`config.mk`:
```
export PLATFORM = sky130hd
export DESIGN_NAME = aux_interval_timer
export DESIGN_NICKNAME = d
export VERILOG_FILES = /design/src/rtl/tmr_pkg.sv /design/src/rtl/tmr_addr_decode.sv /design/src/rtl/tmr_channel.sv /design/src/rtl/tmr_read_mux.sv /design/src/rtl/aux_interval_timer.sv
export SDC_FILE = /design/constraint.sdc
export NUM_CORES = 1
export LEC_CHECK = 0
export BUFFER_PORTS_ARGS = -buffer_cell sky130_fd_sc_hd__clkbuf_2
export CORE_UTILIZATION = 60
export DETAILED_ROUTE_END_ITERATION = 8
export PLACE_DENSITY = 0.84
export SLEW_MARGIN = 20
export SYNTH_ARGS = -nofsm -noshare
export SYNTH_HDL_FRONTEND = slang
export SYNTH_HIERARCHICAL = 1
export SYNTH_SLANG_ARGS = --single-unit
```
`constraint.sdc`:
```
create_clock -name clk -period 3.9 [get_ports clk]
set_input_delay 0.78 -clock clk [delete_from_list [all_inputs] [get_ports clk]]
set_output_delay 0.78 -clock clk [all_outputs]
set_load 0.02 [all_outputs]
```
`src/rtl/tmr_pkg.sv`:
```
// Package: shared types and register offsets for the interval timer block.
// Assumes each timer occupies three consecutive addresses from its base.
package tmr_pkg;

    // Offsets of the three registers from a timer's base address
    localparam int unsigned OFS_COUNT = 0;
    localparam int unsigned OFS_CTRL  = 1;
    localparam int unsigned OFS_LIMIT = 2;

    // Stored control word: bit 1 halt gate, bit 0 interrupt enable
    typedef struct packed {
        logic halt_gate;
        logic irq_en;
    } tmr_ctrl_t;

    localparam int unsigned CTRL_W = $bits(tmr_ctrl_t);

    // One-hot register select produced by the address decoder
    typedef struct packed {
        logic limit;
        logic ctrl;
        logic count;
    } tmr_sel_t;

endpackage

```
`src/rtl/tmr_addr_decode.sv`:
```
// Module: tmr_addr_decode
// Compares the bus address with one timer's three register addresses and
// produces a one-hot select plus a hit flag. Assumes BASE+2 fits in AW bits.
module tmr_addr_decode
    import tmr_pkg::*;
#(
    parameter int unsigned AW   = 12,
    parameter logic [AW-1:0] BASE = '0
) (
    input  logic [AW-1:0] addr,
    output tmr_sel_t      sel,
    output logic          hit
);

    localparam logic [AW-1:0] A_COUNT = BASE + AW'(OFS_COUNT);
    localparam logic [AW-1:0] A_CTRL  = BASE + AW'(OFS_CTRL);
    localparam logic [AW-1:0] A_LIMIT = BASE + AW'(OFS_LIMIT);

    // Match the address against each register of this timer
    always_comb begin
        sel.count = (addr == A_COUNT);
        sel.ctrl  = (addr == A_CTRL);
        sel.limit = (addr == A_LIMIT);
        hit       = sel.count | sel.ctrl | sel.limit;
    end

endmodule

```
`src/rtl/tmr_channel.sv`:
```
// Module: tmr_channel
// One interval timer: count, limit, control and a sticky interrupt flag.
// The count steps by one per clock, returns to zero after equalling the
// limit, and freezes when the halt gate is set and the core is halted.
// A count write overrides the step; a control write clears the interrupt.
// Assumes sel is one-hot or zero and qualified by the caller's decode.
module tmr_channel
    import tmr_pkg::*;
#(
    parameter int unsigned DW = 32
) (
    input  logic          clk,
    input  logic          rst_n,
    input  logic          core_halted,
    input  logic          wr_en,
    input  logic [DW-1:0] wdata,
    input  tmr_sel_t      sel,
    output logic [DW-1:0] count_o,
    output logic [DW-1:0] limit_o,
    output tmr_ctrl_t     ctrl_o,
    output logic          irq_o
);

    localparam logic [DW-1:0] ONE = DW'(1);

    logic [DW-1:0] count_q;
    logic [DW-1:0] limit_q;
    tmr_ctrl_t     ctrl_q;
    logic          irq_q;

    logic          count_wr;
    logic          ctrl_wr;
    logic          limit_wr;
    logic          advance;
    logic          at_limit;
    logic          wrap_evt;

    // Qualify writes and work out whether the count may move this cycle
    always_comb begin
        count_wr = wr_en & sel.count;
        ctrl_wr  = wr_en & sel.ctrl;
        limit_wr = wr_en & sel.limit;
        advance  = ~(ctrl_q.halt_gate & core_halted);
        at_limit = (count_q == limit_q);
        wrap_evt = advance & at_limit & ~count_wr;
    end

    // Count register: software write first, otherwise step or wrap
    always_ff @(posedge clk) begin
        if (!rst_n) begin
            count_q <= '0;
        end else if (count_wr) begin
            count_q <= wdata;
        end else if (advance) begin
            count_q <= at_limit ? '0 : count_q + ONE;
        end
    end

    // Limit register: loaded only by software
    always_ff @(posedge clk) begin
        if (!rst_n) begin
            limit_q <= '0;
        end else if (limit_wr) begin
            limit_q <= wdata;
        end
    end

    // Control register: keeps the low control bits of the written word
    always_ff @(posedge clk) begin
        if (!rst_n) begin
            ctrl_q <= '0;
        end else if (ctrl_wr) begin
            ctrl_q <= tmr_ctrl_t'(wdata[CTRL_W-1:0]);
        end
    end

    // Interrupt flag: cleared by any control write, set by an enabled wrap
    always_ff @(posedge clk) begin
        if (!rst_n) begin
            irq_q <= 1'b0;
        end else if (ctrl_wr) begin
            irq_q <= 1'b0;
        end else if (wrap_evt && ctrl_q.irq_en) begin
            irq_q <= 1'b1;
        end
    end

    assign count_o = count_q;
    assign limit_o = limit_q;
    assign ctrl_o  = ctrl_q;
    assign irq_o   = irq_q;


    count_step_chk: assert property (@(posedge clk) disable iff (!rst_n)
        (!count_wr && advance && count_q != limit_q) |=> count_q == $past(count_q) + ONE);


    count_wrap_chk: assert property (@(posedge clk) disable iff (!rst_n)
        (!count_wr && advance && count_q == limit_q) |=> count_q == '0);


    halt_hold_chk: assert property (@(posedge clk) disable iff (!rst_n)
        (!count_wr && ctrl_q.halt_gate && core_halted) |=> $stable(count_q));


    irq_clear_chk: assert property (@(posedge clk) disable iff (!rst_n)
        ctrl_wr |=> !irq_q);


    irq_cause_chk: assert property (@(posedge clk) disable iff (!rst_n)
        $rose(irq_q) |-> ($past(ctrl_q.irq_en) && count_q == '0));

endmodule

```
`src/rtl/tmr_read_mux.sv`:
```
// Module: tmr_read_mux
// Returns the selected register of whichever timer decodes the address,
// zero-extending the control word. Output is zero when not reading or when
// no select is active. Assumes timer address ranges do not overlap.
module tmr_read_mux
    import tmr_pkg::*;
#(
    parameter int unsigned DW = 32,
    parameter int unsigned N  = 2
) (
    input  logic                  rd_en,
    input  tmr_sel_t [N-1:0]      sel,
    input  logic [N-1:0][DW-1:0]  counts,
    input  logic [N-1:0][DW-1:0]  limits,
    input  tmr_ctrl_t [N-1:0]     ctrls,
    output logic [DW-1:0]         rdata
);

    // OR together the selected registers of all timers
    always_comb begin
        rdata = '0;
        if (rd_en) begin
            for (int i = 0; i < N; i++) begin
                if (sel[i].count) rdata = rdata | counts[i];
                if (sel[i].limit) rdata = rdata | limits[i];
                if (sel[i].ctrl)  rdata = rdata | {{(DW-CTRL_W){1'b0}}, ctrls[i]};
            end
        end
    end

endmodule

```
`src/rtl/aux_interval_timer.sv`:
```
// Module: aux_interval_timer
// Top of the dual interval timer. Decodes the register bus per timer,
// instantiates one channel per timer and multiplexes read data.
// Assumes the two base addresses give disjoint three-register windows.
module aux_interval_timer
    import tmr_pkg::*;
#(
    parameter int unsigned AW = 12,
    parameter int unsigned DW = 32,
    parameter logic [AW-1:0] T0_BASE = 12'h021,
    parameter logic [AW-1:0] T1_BASE = 12'h100
) (
    input  logic          clk,
    input  logic          rst_n,
    input  logic          core_halted,
    input  logic [AW-1:0] bus_addr,
    input  logic          bus_wr,
    input  logic [DW-1:0] bus_wdata,
    input  logic          bus_rd,
    output logic [DW-1:0] bus_rdata,
    output logic [1:0]    timer_irq
);

    localparam int unsigned N_TMR = 2;
    localparam logic [N_TMR-1:0][AW-1:0] BASES = {T1_BASE, T0_BASE};

    tmr_sel_t  [N_TMR-1:0]         sel;
    logic      [N_TMR-1:0]         hit;
    logic      [N_TMR-1:0][DW-1:0] counts;
    logic      [N_TMR-1:0][DW-1:0] limits;
    tmr_ctrl_t [N_TMR-1:0]         ctrls;

    for (genvar g = 0; g < N_TMR; g++) begin : g_tmr
        tmr_addr_decode #(.AW(AW), .BASE(BASES[g])) dec_i (
            .addr (bus_addr),
            .sel  (sel[g]),
            .hit  (hit[g])
        );

        tmr_channel #(.DW(DW)) chan_i (
            .clk         (clk),
            .rst_n       (rst_n),
            .core_halted (core_halted),
            .wr_en       (bus_wr),
            .wdata       (bus_wdata),
            .sel         (sel[g]),
            .count_o     (counts[g]),
            .limit_o     (limits[g]),
            .ctrl_o      (ctrls[g]),
            .irq_o       (timer_irq[g])
        );
    end

    tmr_read_mux #(.DW(DW), .N(N_TMR)) rmux_i (
        .rd_en  (bus_rd),
        .sel    (sel),
        .counts (counts),
        .limits (limits),
        .ctrls  (ctrls),
        .rdata  (bus_rdata)
    );


    unmapped_read_chk: assert property (@(posedge clk) disable iff (!rst_n)
        (bus_rd && hit == '0) |-> bus_rdata == '0);

endmodule

```
==> results by stage <==
Timing:
- Of the available clock period, the critical path in the final layout requires 0.928.
- The count of endpoints failing hold in the final timing report is 0.
- For the finished layout, the period the worst path requires is 3.62 ns.
- The setup total negative slack is 0 ns.
- The number of max-slew violations in the final report is 0.
- The clock tree skew after final layout is 0.00787 ns.
- Headroom to the max-slew limit came out at 0.336.
- The achievable frequency is 276 MHz.
- The actual transition at the worst max-transition pin is about 0.99 ns.
- Setup repair after global routing left no endpoint under its margin.
- The final count of negative-setup-slack endpoints is 0.

Power and ir drop:
- The register share of total power is 0.400.
- The completed layout was analyzed and its total power is 3420 uW.
- IR analysis of the VDD net gives a maximum drop of 0.000329 V.
- For this design the ratio of total power to cell area is ~350 nW/um2.
- The internal portion of total power is 2710 uW.
- The relative contribution of combinational cells to total power is 0.037.
- The clock share of power is 0.563.
- The static leakage is around 0.0037 uW.
- The switching power as a share of total power is 0.209.
- The reported net switching power is roughly 700 uW.

Synthesis:
- The average instance in the mapped netlist occupies 8.01 um2.
- The Yosys step of the flow raised 6 warnings.
- The instance count of the mapped netlist is 1,064.
- The netlist area before placement is 8520 um2.
- The total nets after synthesis is 1,115.

Clock network:
- After clock tree synthesis, the repair step resized 0 gates.
- CTS built an H-tree with a depth of 4.
- The clock reaches the later pin of the worst-skew pair after 0.43 ns.
- The number of hold buffers added after CTS is 0.
- The clock net in this run drives a total of between 100 and 150 sinks.
- The post-CTS setup buffer count is 0.
- The TritonCTS clock tree is built.
- The buffer type at the clock tree root is clkbuf_16.
- The number of buffers on the longest clock path is 2.
- The total CTS buffers is 17.
- The clock-pin transition on the worst setup and hold timing paths is 0.06 ns.

Flow run:
- The number of violations of the max-capacitance limit is 0.

Critical path:
- The peak fanout along the critical path is 34.
- The required time of the critical path is 3.12 ns.
- STA classifies the critical path startpoint as an input pin.
- The critical path is of the input pin to output port type.
- The data arrival at the endpoint of the critical path is approximately 2.8 ns.
- The endpoint class of the critical path is an output port.

Route:
- The aggregate routed wire length is 28,200 um.
- The total via count in the routed design is 8,856.
- For this run, the detailed router's first-pass iteration total came to 6.
- The topmost layer with routed signal wires is met4.
- In the routed design, unresolved DRC markers number 0.
- Summed over all nets, wire length on met3 after detailed routing comes to 2880 um.
- The violation count after the first detailed-route iteration is 1,324.
- The met1 wire length is 11,300 um.
- The remaining antenna violation count after routing is 0.
- In the final routed layout, each cell accounts on average for 21.7 um.
- The met2 wire length is 12,800 um.
- The via count normalized by instance count is 6.81.

Floorplan:
- The starting utilization of the core area is 0.614.
- The floorplan has 43 rows.
- The total area inside the core boundary comes to 13,900 um2.
- The die height is 121 um.
- The die covers 14,700 um2.
- The die boundary width is 121 um.
- In this run the count of I/O pins placed on the die edge is 83.

Finish:
- Compared with the post-synthesis result, the final layout area differs by 13.7%.
- The leading cell type in the layout, fill and taps excluded is nand2_1.
- Summing all non-filler instances in the final layout gives an area of between 9000 and 10,000 um2.
- The post-layout net count is 1,158.
- The share of the core filled with cells is 0.698.
- The antenna diode count is 0.
- The finished layout holds 1,300 standard cells, fillers aside.
- In the layout the commonest cells are nand2_1 (167), dfxtp_1 (134), xor2_1 (84), clkbuf_2 (81), a22oi_1 (76).
- The fraction of final layout cells sized beyond drive strength 1 is 0.156.

Global routing:
- The first global-routing pass estimated 43,700 um of wire.
- Entering global routing, the biggest net connects 98 pins.
- The number of global-route vias before repair is 8,037.
- The initial antenna violation count is 0.
- The overall track demand over capacity in global routing is 0.390.
- The total overflow left after global routing is 0.

Placement:
- The count of buffers from port buffering is 82.
- The final estimated routing congestion in global placement is 0.966.
- The placed instances occupy a cell area of 8980 um2.
- After detailed placement, the design holds a cell count of 1,268.
- The half-perimeter wire length of the detailed placement result is 19,200 um.

Worst hold path:
- The worst hold path belongs to the class register to register.

Status:
- The run finished with clean final reports.
-- worst paths after layout --
path,endpoint,from,slack (ns),depth (start not counted)
max,bus_rdata[13],bus_addr[9],0.28,7
min,g_tmr[0].chan_i/limit_o[7]$_SDFFE_PN0P_,g_tmr[0].chan_i/limit_o[7]$_SDFFE_PN0P_,0.49,2
max reg2reg,g_tmr[1].chan_i/count_o[19]$_SDFFE_PN0P_,g_tmr[1].chan_i/count_o[8]$_SDFFE_PN0P_,1.17,8
min reg2reg,g_tmr[0].chan_i/limit_o[7]$_SDFFE_PN0P_,g_tmr[0].chan_i/limit_o[7]$_SDFFE_PN0P_,0.49,2
-- critical path, cell delays in order --
cell	delay, ns
clkbuf_2	0.09
or4_1	0.61
nor4_2	0.29
buf_4	0.38
a22oi_1	0.15
a21oi_1	0.29
clkbuf_2	0.23
-- final cells by class --
type                            instances  area [um2]
Clock inverter                         12         248
Inverter                                7        26.3
Clock buffer                           20         457
Sequential cell                       134        2680
Multi-Input combinational cell        840        5400
Fill cell                            1094        4190
Timing Repair Buffer                  107         651
Tap cell                              180         225
-- stage by stage --
stage	hold WS, ns	setup slack, ns
final	0.487	0.281
after global routing	0.521	0.259
after CTS	0.490	0.329
after detailed placement	0.483	0.333
after global placement	0.474	0.371
after floorplan	0.457	0.248
-- registers in the layout, summed over array words and instances (netlist names) --
name                  cells
g_tmr.chan_i/count_o     64
g_tmr.chan_i/limit_o     64
g_tmr.chan_i/ctrl_o       4
g_tmr.chan_i/irq_o        2
-- metal layers --
metal	up-vias	GRT usage
li1	4022	-
met1	4192	0.527
met2	537	0.598
met3	105	0.0724
met4	0	0.183
met5	-	0
-- power by group through the flow --
| stage | Combinational, uW | Clock [uW] | Sequential (uW) |
|---|---|---|---|
| 2_1_floorplan | 47.6 | 0 | 1400 |
| 3_3_place_gp | 119 | 0 | 1400 |
| 3_5_place_dp | 120 | 0 | 1400 |
| 4_1_cts | 121 | 1920 | 1370 |
| 5_1_grt | 131 | 1980 | 1370 |
| 6_report | 127 | 1930 | 1370 |
Note: power is estimated with default switching activity, not from simulation.
